$ cat config.mk
export PLATFORM = sky130hd
export DESIGN_NAME = dwx_exec
export DESIGN_NICKNAME = d
export VERILOG_FILES = /design/src/rtl/dwx_pkg.sv /design/src/rtl/dwx_ctrl.sv /design/src/rtl/dwx_cla_adder.sv /design/src/rtl/dwx_shifter.sv /design/src/rtl/dwx_datapath.sv /design/src/rtl/dwx_exec.sv
export SDC_FILE = /design/constraint.sdc
export NUM_CORES = 1
export LEC_CHECK = 0
export CAP_MARGIN = 0
export CORE_ASPECT_RATIO = 2
export CORE_MARGIN = 2
export CORE_UTILIZATION = 50
export CTS_BUF_LIST = sky130_fd_sc_hd__clkbuf_2
export DETAILED_ROUTE_END_ITERATION = 7
export DONT_BUFFER_PORTS = 1
export PLACE_DENSITY = 0.66
export SYNTH_ARGS = -nofsm -noshare
export SYNTH_HDL_FRONTEND = slang
export SYNTH_SLANG_ARGS = --single-unit
$ cat constraint.sdc
create_clock -name clk -period 7.48 [get_ports clk]
set_input_delay 0.748 -clock clk [delete_from_list [all_inputs] [get_ports clk]]
set_output_delay 0.748 -clock clk [all_outputs]
set_load 0.02 [all_outputs]
$ cat src/rtl/dwx_pkg.sv
package dwx_pkg;

  typedef enum logic [1:0] {
    OP_ADD = 2'd0,
    OP_AND = 2'd1,
    OP_SHL = 2'd2,
    OP_CMP = 2'd3
  } dwx_op_e;

  typedef enum logic [1:0] {
    SRC_REG = 2'd0,
    SRC_MEM = 2'd1,
    SRC_WB  = 2'd2,
    SRC_IMM = 2'd3
  } dwx_src_e;

  typedef struct packed {
    logic    loadLo;
    logic    loadHi;
    logic    storeLo;
    logic    storeHi;
    logic    wide;
    logic    isCmp;
    dwx_op_e op;
  } dwx_strobe_t;

endpackage

$ cat src/rtl/dwx_ctrl.sv
module dwx_ctrl
  import dwx_pkg::*;
(
  input  logic        clk,
  input  logic        rstN,
  input  logic        inValid,
  input  logic        inWide,
  input  logic        inStore,
  input  logic [1:0]  inOp,
  output dwx_strobe_t strobe,
  output logic        outValid
);

  always_comb begin
    strobe.op      = dwx_op_e'(inOp);
    strobe.wide    = inWide;
    strobe.loadLo  = inValid;
    strobe.loadHi  = inValid & inWide;
    strobe.storeLo = inValid & inStore;
    strobe.storeHi = inValid & inStore & inWide;
    strobe.isCmp   = inValid & (dwx_op_e'(inOp) == OP_CMP);
  end

  always_ff @(posedge clk) begin
    if (!rstN) outValid <= 1'b0;
    else       outValid <= inValid;
  end

  // valid is delayed by exactly one stage
  a_r11_valid_delay: assert property (@(posedge clk) disable iff (!rstN)
    1'b1 |=> outValid == $past(inValid));

endmodule

$ cat src/rtl/dwx_cla_adder.sv
module dwx_cla_adder #(
  parameter int WIDTH = 32,
  parameter int GROUP = 4
) (
  input  logic [WIDTH-1:0] a,
  input  logic [WIDTH-1:0] b,
  input  logic             cutHalf,
  output logic [WIDTH-1:0] sum
);

  localparam int GROUPS = WIDTH / GROUP;
  localparam int HALF_GROUPS = GROUPS / 2;

  logic [GROUPS-1:0] grpGen;
  logic [GROUPS-1:0] grpProp;
  logic [GROUPS:0]   grpCarry;

  // per-group generate/propagate and local sum
  for (genvar gi = 0; gi < GROUPS; gi++) begin : g_group
    logic [GROUP-1:0] bitGen;
    logic [GROUP-1:0] bitProp;
    assign bitGen  = a[gi*GROUP +: GROUP] & b[gi*GROUP +: GROUP];
    assign bitProp = a[gi*GROUP +: GROUP] ^ b[gi*GROUP +: GROUP];

    always_comb begin
      logic gAcc;
      logic pAcc;
      gAcc = 1'b0;
      pAcc = 1'b1;
      for (int j = 0; j < GROUP; j++) begin
        gAcc = bitGen[j] | (bitProp[j] & gAcc);
        pAcc = pAcc & bitProp[j];
      end
      grpGen[gi]  = gAcc;
      grpProp[gi] = pAcc;
    end

    always_comb begin
      logic c;
      c = grpCarry[gi];
      for (int j = 0; j < GROUP; j++) begin
        sum[gi*GROUP + j] = bitProp[j] ^ c;
        c = bitGen[j] | (bitProp[j] & c);
      end
    end
  end

  // upper-level lookahead across groups, cut at the half boundary
  always_comb begin
    logic c;
    c = 1'b0;
    grpCarry[0] = 1'b0;
    for (int i = 0; i < GROUPS; i++) begin
      c = grpGen[i] | (grpProp[i] & c);
      if (cutHalf && (i + 1 == HALF_GROUPS)) c = 1'b0;
      grpCarry[i+1] = c;
    end
  end

endmodule

$ cat src/rtl/dwx_shifter.sv
module dwx_shifter #(
  parameter int WIDTH = 32,
  localparam int SHW = $clog2(WIDTH)
) (
  input  logic [WIDTH-1:0] value,
  input  logic [SHW-1:0]   amount,
  input  logic             wide,
  output logic [WIDTH-1:0] result
);

  localparam int HALF = WIDTH / 2;

  logic [SHW-1:0]   amtLo;
  logic [SHW-1:0]   amtHi;
  logic [WIDTH-1:0] stage [SHW+1];

  // upper control lines stay idle in narrow mode
  assign amtLo = wide ? amount : {1'b0, amount[SHW-2:0]};
  assign amtHi = wide ? amount : '0;
  assign stage[0] = value;

  for (genvar s = 0; s < SHW; s++) begin : g_stage
    localparam int K = 1 << s;
    if (K < HALF) begin : g_small
      assign stage[s+1][HALF-1:0] = amtLo[s] ?
        {stage[s][HALF-1-K:0], {K{1'b0}}} : stage[s][HALF-1:0];
      assign stage[s+1][WIDTH-1:HALF] = amtHi[s] ?
        stage[s][WIDTH-1-K:HALF-K] : stage[s][WIDTH-1:HALF];
    end else begin : g_half
      assign stage[s+1][HALF-1:0] = amtLo[s] ? '0 : stage[s][HALF-1:0];
      assign stage[s+1][WIDTH-1:HALF] = amtHi[s] ?
        stage[s][HALF-1:0] : stage[s][WIDTH-1:HALF];
    end
  end

  assign result = stage[SHW];

endmodule

$ cat src/rtl/dwx_datapath.sv
module dwx_datapath
  import dwx_pkg::*;
#(
  parameter int WIDTH = 32,
  localparam int HALF = WIDTH / 2,
  localparam int SHW = $clog2(WIDTH)
) (
  input  logic             clk,
  input  logic             rstN,
  input  dwx_strobe_t      strobe,
  input  logic [1:0]       selA,
  input  logic [1:0]       selB,
  input  logic [WIDTH-1:0] regA,
  input  logic [WIDTH-1:0] regB,
  input  logic [WIDTH-1:0] fwdMem,
  input  logic [WIDTH-1:0] fwdWb,
  input  logic [HALF-1:0]  imm,
  output logic [WIDTH-1:0] outResult,
  output logic             outTaken,
  output logic [WIDTH-1:0] outStoreData
);

  logic [WIDTH-1:0] fullA, fullB, immExt;
  logic [WIDTH-1:0] opA, opB;
  logic [WIDTH-HALF-1:0] heldHiA, heldHiB;
  logic [WIDTH-1:0] addSum, shlRes, aluRes;
  logic eqLo, eqHi, isEqual;

  assign immExt = {{(WIDTH-HALF){imm[HALF-1]}}, imm};

  always_comb begin
    unique case (dwx_src_e'(selA))
      SRC_MEM: fullA = fwdMem;
      SRC_WB:  fullA = fwdWb;
      default: fullA = regA;
    endcase
    unique case (dwx_src_e'(selB))
      SRC_MEM: fullB = fwdMem;
      SRC_WB:  fullB = fwdWb;
      SRC_IMM: fullB = immExt;
      default: fullB = regB;
    endcase
  end

  // upper halves of the operand buses hold on narrow operations
  assign opA = {strobe.wide ? fullA[WIDTH-1:HALF] : heldHiA, fullA[HALF-1:0]};
  assign opB = {strobe.wide ? fullB[WIDTH-1:HALF] : heldHiB, fullB[HALF-1:0]};

  always_ff @(posedge clk) begin
    if (!rstN) begin
      heldHiA <= '0;
      heldHiB <= '0;
    end else if (strobe.loadHi) begin
      heldHiA <= fullA[WIDTH-1:HALF];
      heldHiB <= fullB[WIDTH-1:HALF];
    end
  end

  dwx_cla_adder #(.WIDTH(WIDTH), .GROUP(4)) u_adder (
    .a(opA), .b(opB), .cutHalf(!strobe.wide), .sum(addSum)
  );

  dwx_shifter #(.WIDTH(WIDTH)) u_shifter (
    .value(opA), .amount(opB[SHW-1:0]), .wide(strobe.wide), .result(shlRes)
  );

  assign eqLo    = opA[HALF-1:0] == opB[HALF-1:0];
  assign eqHi    = opA[WIDTH-1:HALF] == opB[WIDTH-1:HALF];
  assign isEqual = eqLo & (eqHi | !strobe.wide);

  always_comb begin
    unique case (strobe.op)
      OP_ADD:  aluRes = addSum;
      OP_AND:  aluRes = opA & opB;
      OP_SHL:  aluRes = shlRes;
      default: aluRes = {{(WIDTH-1){1'b0}}, isEqual};
    endcase
  end

  // output register with split half-word enables
  always_ff @(posedge clk) begin
    if (!rstN) begin
      outResult    <= '0;
      outTaken     <= 1'b0;
      outStoreData <= '0;
    end else begin
      if (strobe.loadLo)  outResult[HALF-1:0]        <= aluRes[HALF-1:0];
      if (strobe.loadHi)  outResult[WIDTH-1:HALF]    <= aluRes[WIDTH-1:HALF];
      if (strobe.storeLo) outStoreData[HALF-1:0]     <= opB[HALF-1:0];
      if (strobe.storeHi) outStoreData[WIDTH-1:HALF] <= opB[WIDTH-1:HALF];
      outTaken <= strobe.isCmp & isEqual;
    end
  end

  // high result half keeps its value unless a wide op loads it
  a_r7_hi_hold: assert property (@(posedge clk) disable iff (!rstN)
    !strobe.loadHi |=> $stable(outResult[WIDTH-1:HALF]));

  // store data untouched by non-store cycles
  a_r8_store_hold: assert property (@(posedge clk) disable iff (!rstN)
    !strobe.storeLo |=> $stable(outStoreData));

  // idle cycle changes nothing and never signals a branch
  a_r11_idle_hold: assert property (@(posedge clk) disable iff (!rstN)
    !strobe.loadLo |=> ($stable(outResult) && !outTaken));

  // a taken flag only follows a compare
  a_r6_taken_src: assert property (@(posedge clk) disable iff (!rstN)
    outTaken |-> $past(strobe.isCmp));

  // narrow add never carries out of the low half
  a_r3_narrow_add: assert property (@(posedge clk) disable iff (!rstN)
    (strobe.loadLo && !strobe.wide && strobe.op == OP_ADD) |=>
      outResult[HALF-1:0] == $past(fullA[HALF-1:0] + fullB[HALF-1:0]));

endmodule

$ cat src/rtl/dwx_exec.sv
module dwx_exec
  import dwx_pkg::*;
#(
  parameter int WIDTH = 32,
  localparam int HALF = WIDTH / 2
) (
  input  logic             clk,
  input  logic             rstN,
  input  logic             inValid,
  input  logic             inWide,
  input  logic [1:0]       inOp,
  input  logic             inStore,
  input  logic [1:0]       inSelA,
  input  logic [1:0]       inSelB,
  input  logic [WIDTH-1:0] regA,
  input  logic [WIDTH-1:0] regB,
  input  logic [WIDTH-1:0] fwdMem,
  input  logic [WIDTH-1:0] fwdWb,
  input  logic [HALF-1:0]  imm,
  output logic             outValid,
  output logic [WIDTH-1:0] outResult,
  output logic             outTaken,
  output logic [WIDTH-1:0] outStoreData
);

  dwx_strobe_t strobe;

  dwx_ctrl u_ctrl (
    .clk(clk), .rstN(rstN), .inValid(inValid), .inWide(inWide),
    .inStore(inStore), .inOp(inOp), .strobe(strobe), .outValid(outValid)
  );

  dwx_datapath #(.WIDTH(WIDTH)) u_dp (
    .clk(clk), .rstN(rstN), .strobe(strobe), .selA(inSelA), .selB(inSelB),
    .regA(regA), .regB(regB), .fwdMem(fwdMem), .fwdWb(fwdWb), .imm(imm),
    .outResult(outResult), .outTaken(outTaken), .outStoreData(outStoreData)
  );

endmodule

; Word-level counts from Yosys, hierarchy flattened
; Index checks and enable logic that the tools add are counted.
[op_classes]
n_reduce_logical = 2
mux = 18
eq_ne = 10
bitwise = 169
[op_table]
columns = cell, count
row1 = $mux W16, 12
row2 = $pmux W32 S3, 2
row3 = $and A1 B1 Y1, 72
row4 = $pmux W32 S2, 1
row5 = $or A1 B1 Y1, 49
row6 = $and A32 B32 Y32, 1
row7 = $eq A16 B16 Y1, 2
row8 = $xor A4 B4 Y4, 8
row9 = $xor A1 B1 Y1, 31
row10 = $and A4 B4 Y4, 7
row11 = $eq A2 B2 Y1 const B, 5
row12 = $mux W5, 2
row13 = $eq A2 B1 Y1 const B, 3
row14 = $and A3 B3 Y3, 1
row15 = $logic_not A2 Y1, 1
row16 = $logic_not A1 Y1, 1
row17 = $mux W1, 1
[word_totals]
wordCells = 207
register_bits = 98
output_inout_bits = 66

; Depth between registers and ports, before layout
[logic_depth]
ltp_word = 30
depth_mapped = 31
mapped_depth_nobuf = 29

; Cells and area by module
; From an unflattened synthesis, not the netlist that was laid out.
[hier_totals]
cells_unflattened = 1043
area_unflattened_um2 = 9907.0
[by_module_without_submodules]
columns = module, seq_area_each_um2, area_per_inst_um2, n_inst, cells_each
row1 = dwx_datapath, 1941.9, 6465.0, 1, 628
row2 = dwx_shifter, 0.0, 2225.9, 1, 302
row3 = dwx_cla_adder, 0.0, 1131.1, 1, 103
row4 = dwx_ctrl, 20.0, 85.1, 1, 10

; Worst setup path before layout
; Ideal clock, no wire load.
[synth_timing]
kind = in2reg
from = in inSelB[1]
to = reg u_dp.outResult[31]
arrival_ns = 6.606
setup_slack_ns = 0.789
t_required_ns = 7.394
n_path_buf = 5
cell_stages = 30
cell_sequence = buf_6 > mux4_2 > buf_6 > buf_6 > buf_6 > buf_6 > ha_1 > inv_1 > fa_1 > fa_1 > fa_1 > nor2b_1 > o2111ai_1 > a211oi_1 > o31ai_1 > a21oi_1 > o41ai_1 > a2111oi_0 > nor2_1 > fa_1 > fa_1 > fa_1 > xor2_1 > nor2_1 > a21oi_1 > nor2_1 > nor2_1 > nor2_1 > a21oi_1 > a211oi_1
[synth_between]
elab_chain_len = 30
word_cells_on_any_way = 114
cone_classes = eq/ne (3) / mux (15) / bitwise (96)
[synth_rtl]
columns = item, line
row1 = from (decl), dwx_exec.sv:14  ; input logic [1:0] inSelB,
row2 = $eq A2 B2 Y1 or $eq A2 B1 Y1 (tied branches), dwx_datapath.sv:37  ; unique case (dwx_src_e'(selB))
row3 = $pmux W32 S3 *, dwx_datapath.sv:37
row4 = via u_dp.fullB[0], dwx_datapath.sv:23  ; logic [WIDTH-1:0] fullA, fullB, immExt;
row5 = $and A4 B4 Y4, dwx_cla_adder.sv:22  ; assign bitGen = a[gi*GROUP +: GROUP] & b[gi*GROUP +: GROUP];
row6 = $and A1 B1 Y1, dwx_cla_adder.sv:31  ; gAcc = bitGen[j] | (bitProp[j] & gAcc);
row7 = $or A1 B1 Y1, dwx_cla_adder.sv:31
row8 = $and A1 B1 Y1, dwx_cla_adder.sv:31
row9 = $or A1 B1 Y1, dwx_cla_adder.sv:31
row10 = [15 not listed], --
row11 = $and A1 B1 Y1, dwx_cla_adder.sv:43  ; c = bitGen[j] | (bitProp[j] & c);
row12 = $or A1 B1 Y1, dwx_cla_adder.sv:43
row13 = $and A1 B1 Y1, dwx_cla_adder.sv:43
row14 = $or A1 B1 Y1, dwx_cla_adder.sv:43
row15 = $and A1 B1 Y1, dwx_cla_adder.sv:43
row16 = $or A1 B1 Y1, dwx_cla_adder.sv:43
row17 = $xor A1 B1 Y1, dwx_cla_adder.sv:42  ; sum[gi*GROUP + j] = bitProp[j] ^ c;
row18 = $pmux W32 S3 *, dwx_datapath.sv:72  ; unique case (strobe.op)
row19 = "to (signal, indexed assignment)", dwx_datapath.sv:87  ; if (strobe.loadLo) outResult[HALF-1:0] <= aluRes[HALF-1:0];
row20 = "to (signal, indexed assignment)", dwx_datapath.sv:88  ; if (strobe.loadHi) outResult[WIDTH-1:HALF] <= aluRes[WIDTH-1:HALF];
row21 = to (decl), dwx_datapath.sv:18  ; output logic [WIDTH-1:0] outResult,
; Mark *: on every way through the listed nets, which the timed path passes. The rest lies on a longest branch.
; A chain may end at the register's enable or synchronous reset.

; Worst setup path in the final report
[layout_timing]
from = in inSelA[0]
to = reg u_dp.outResult[31]
[layout_between]
elab_chain_len = 30
word_cells_on_any_way = 111
cone_classes = eq/ne (2) / mux (13) / bitwise (96)
[layout_rtl]
columns = item, line
row1 = from (decl), dwx_exec.sv:13  ; input logic [1:0] inSelA,
row2 = $eq A2 B2 Y1 or $eq A2 B1 Y1 (tied branches), dwx_datapath.sv:32  ; unique case (dwx_src_e'(selA))
row3 = $pmux W32 S2 *, dwx_datapath.sv:32
row4 = $xor A4 B4 Y4 or $and A4 B4 Y4 (tied branches), "dwx_cla_adder.sv:23, dwx_cla_adder.sv:22"
row5 = $and A1 B1 Y1, dwx_cla_adder.sv:31
row6 = $or A1 B1 Y1, dwx_cla_adder.sv:31
row7 = $and A1 B1 Y1, dwx_cla_adder.sv:31
row8 = $or A1 B1 Y1, dwx_cla_adder.sv:31
row9 = $and A1 B1 Y1, --
row10 = [14 not listed], --
row11 = $and A1 B1 Y1, dwx_cla_adder.sv:43
row12 = $or A1 B1 Y1, dwx_cla_adder.sv:43
row13 = $and A1 B1 Y1, dwx_cla_adder.sv:43
row14 = $or A1 B1 Y1, dwx_cla_adder.sv:43
row15 = $and A1 B1 Y1, dwx_cla_adder.sv:43
row16 = $or A1 B1 Y1, dwx_cla_adder.sv:43
row17 = $xor A1 B1 Y1, dwx_cla_adder.sv:42
row18 = $pmux W32 S3 *, dwx_datapath.sv:72
; Mark *: on every way between the ends. The rest lies on a longest branch, timed or not.

==> summary.md <==
| Metric | Value |
|---|---|
| Drt wl/cell | `27.0 microns` |
| Share of the synthesized area in the top cell type | `0.220` |
| Post-layout minimum cycle time | `6310 ps` |
| Initial antenna violation count | `1` |
| Final design utilization | `0.517` |
| Yosys Warn Count | `0` |
| Drt pass-1 iters | `5` |
| Slowest cell on the critical path | `fa_1` |
| Largest area contributor in the netlist | `dfxtp_1` |
| Post-Synth Adder-Cell Area | `0.103` |
| CP required | `8080 ps` |
| Post-CTS Setup Bufs | `0` |
| Synth async-reset ratio | `0` |
| Die Y | `193 microns` |
| Final TNS setup | `0 ps` |
| Core area | `17,600 sq um` |
| Mapped Area | `8920 sq um` |
| Post-route DRC | `0` |
| Syn avg cell area | `7.86 sq um` |
| Max Fclk | `0.158 GHz` |
| Share of post-route cells with drive strength above 1 | `0.102` |
| Main synth FF type | `dfxtp_1` |
| Maximum vdd drop | `88.2 uV` |
| CTS sink count | `98` |
| Max stage delay on crit path | `490 ps` |
| # hold bufs at CTS | `0` |
| Post-Synth XOR/XNOR Area | `0.00688` |
| Count leader, synth | `nand2_1` |
| Vias in the first global route | `8,550` |
| Status | `complete, no violations` |
| Register area share after synthesis | `0.220` |
| Syn Inst Count | `1,135` |
| Post-layout nets | `1,302` |
| Final Hold Viols | `0` |
| Clk buf depth | `2` |
| RSZ-0062 raised after global routing | `no` |
| FP Rows | `69` |
| Post-synth top cells | `nand2_1 (207), a21oi_1 (123), dfxtp_1 (98)` |
| Clock root buffer | `clkbuf_2` |
| MaxCap Viol Count | `0` |
| Vias per cell | `6.78` |
| Synth Area in Simple Gates | `0.172` |
| Clock latency on the worst-skew pair | `650 ps` |
| # port buffers | `0` |
| Total power | `1.65 mW` |
| Area grow syn2layout | `2.20%` |
| Antenna violation net count after detailed routing | `0` |
| Crit Path Max Fanout | `4` |
| Clock Pin Slew Worst Setup and Hold Paths | `320 ps` |
| Unique masters post-synth | `65` |
| Htree depth | `3` |
| Kind of critical path | `input pin to flop` |
| Ports | `221` |
| Post-synthesis mux area share | `0.183` |
| Post-synth EDFFs | `0` |
| Pins Over Slew Limit | `0` |
| Arrival time at the worst endpoint | `6910 ps` |
| Crit start category | `input pin` |
| Final worst-path cycle share | `0.843` |
| Top cell by count, worst path | `fa_1` |
| DR vias | `8,863` |
| HP Class | `input pin to flop` |
| Post-Route WL | `35,300 microns` |
| PwrDens | `181 nW/um^2` |
| Leakage | `3.64 nW` |
| Critical Path Sink Type | `flop` |
| Ranking of synthesized cells by area | `dfxtp_1 (22%), nand2_1 (8.7%), mux4_2 (7.8%)` |
| FF+latch count, synth | `98` |
| Worst Tran Pin Value | `1270 ps` |
| Starting density of the core | `0.506` |
| Compound-Gate Fraction of Synth Area | `0.246` |
| CTS Buf Count | `9` |
| Largest family of logic cells by synthesized area | `compound AO/OA/AOI/OAI gates` |
| GRT Residual Overflow | `0` |
| RePlAce Congestion | `1.01` |
| Drt initial violations | `819` |
| Max transition margin | `0.131` |
| Setup Viol. Count Final | `0` |
| Hpwl dp | `27,600 microns` |
| Clk_skew | `33.2 ps` |
| Die W | `98.4 microns` |
| Count of cells resized by post-cts repair | `0` |
| Largest net degree at the start of global routing | `87` |
| First-pass GRT wire length | `51,200 microns` |
| Die Area | `19,000 sq um` |
| Synth Net Count | `1,349` |
| Gr usage total | `0.361` |
| CTS tree | `done` |
-- metrics by stage --
step | cells | hold slack [ps] | area [sq um] | setup slack (ps)
2_1_floorplan | 1135 | 432 | 8920 | 789
3_3_place_gp | 1290 | 437 | 8980 | 736
3_5_place_dp | 1290 | 442 | 8980 | 560
4_1_cts | 1306 | 115 | 9110 | 1270
5_1_grt | 1307 | 109 | 9110 | 642
6_report | 1307 | 165 | 9110 | 1170
-- registers in the layout (all words and copies together), names as in the netlist --
signal	cells
u_dp.heldHiA	16
u_dp.outResult	32
u_dp.outStoreData	32
u_ctrl.outValid	1
u_dp.outTaken	1
u_dp.heldHiB	16
-- path summary, 6_finish.rpt --
kind         cells after the start                         start  slack (ps)                               to
min                              1                       inValid         170   u_dp.outResult[1]$_SDFFE_PN0P_
max reg2reg                     19  u_dp.heldHiB[2]$_SDFFE_PN0P_        3010  u_dp.outResult[31]$_SDFFE_PN0P_
max                             29                     inSelA[0]        1170  u_dp.outResult[31]$_SDFFE_PN0P_
min reg2reg                      2  u_dp.heldHiA[9]$_SDFFE_PN0P_         470     u_dp.heldHiA[9]$_SDFFE_PN0P_
-- final cells by class --
type | instances | area, sq um
fillers | 1768 | 8500
multi-input cells | 892 | 6340
flip-flops and latches | 98 | 1960
well taps | 213 | 267
inverters | 64 | 240
repair buffers | 23 | 173
clock inverters | 7 | 81.3
clock buffers | 9 | 45.0
diodes | 1 | 2.50
-- where the power goes --
part / internal, mW / leakage, nW / switching [mW]
logic: 0.283 / 2.76 / 0.474
clock network: 0.0844 / 0.0792 / 0.217
registers: 0.553 / 0.799 / 0.0414
total: 0.920 / 3.64 / 0.732
-- kinds of logic (layout without fill, tap and decap cells) --
family | Yosys count | in the layout
and+or+nand+nor | 366 | 366
DFF | 98 | 98
xor gates and xnor gates | 7 | 7
other | 0 | 1
buffers and inverters | 145 | 103
muxes | 120 | 120
AOI/OAI and AO/OA | 340 | 340
adders and majority gates | 59 | 59
-- worst max-delay path: cells and delay by family --
family,cells,cell delay [ps]
and+or+nand+nor,6,650
buffers and inverters,3,200
adders and majority gates,8,3280
xor gates and xnor gates,1,160
AOI/OAI and AO/OA,11,1840
-- placed cells by master, fill, tap and decap left out, types with 25 or more instances in the layout --
master / synthesis / routed
mux2i_1: 61 / 61
a21oi_1: 123 / 123
dfxtp_1: 98 / 98
nand2_1: 207 / 207
inv_1: 58 / 57
mux2_2: 26 / 26
a22oi_1: 25 / 25
ha_1: 35 / 35
o21ai_0: 60 / 59
nor2_1: 85 / 84
mux4_2: 31 / 31
-- layer usage --
| layer | part of all wire | vias up | track usage |
|---|---|---|---|
| li1 | - | 4001 | - |
| met1 | 0.31 | 4183 | 0.361 |
| met2 | 0.51 | 521 | 0.628 |
| met3 | 0.067 | 158 | 0.0608 |
| met4 | 0.11 | 0 | 0.327 |
| met5 | 0 | - | 0 |
Power figures use the tool's default switching activity.
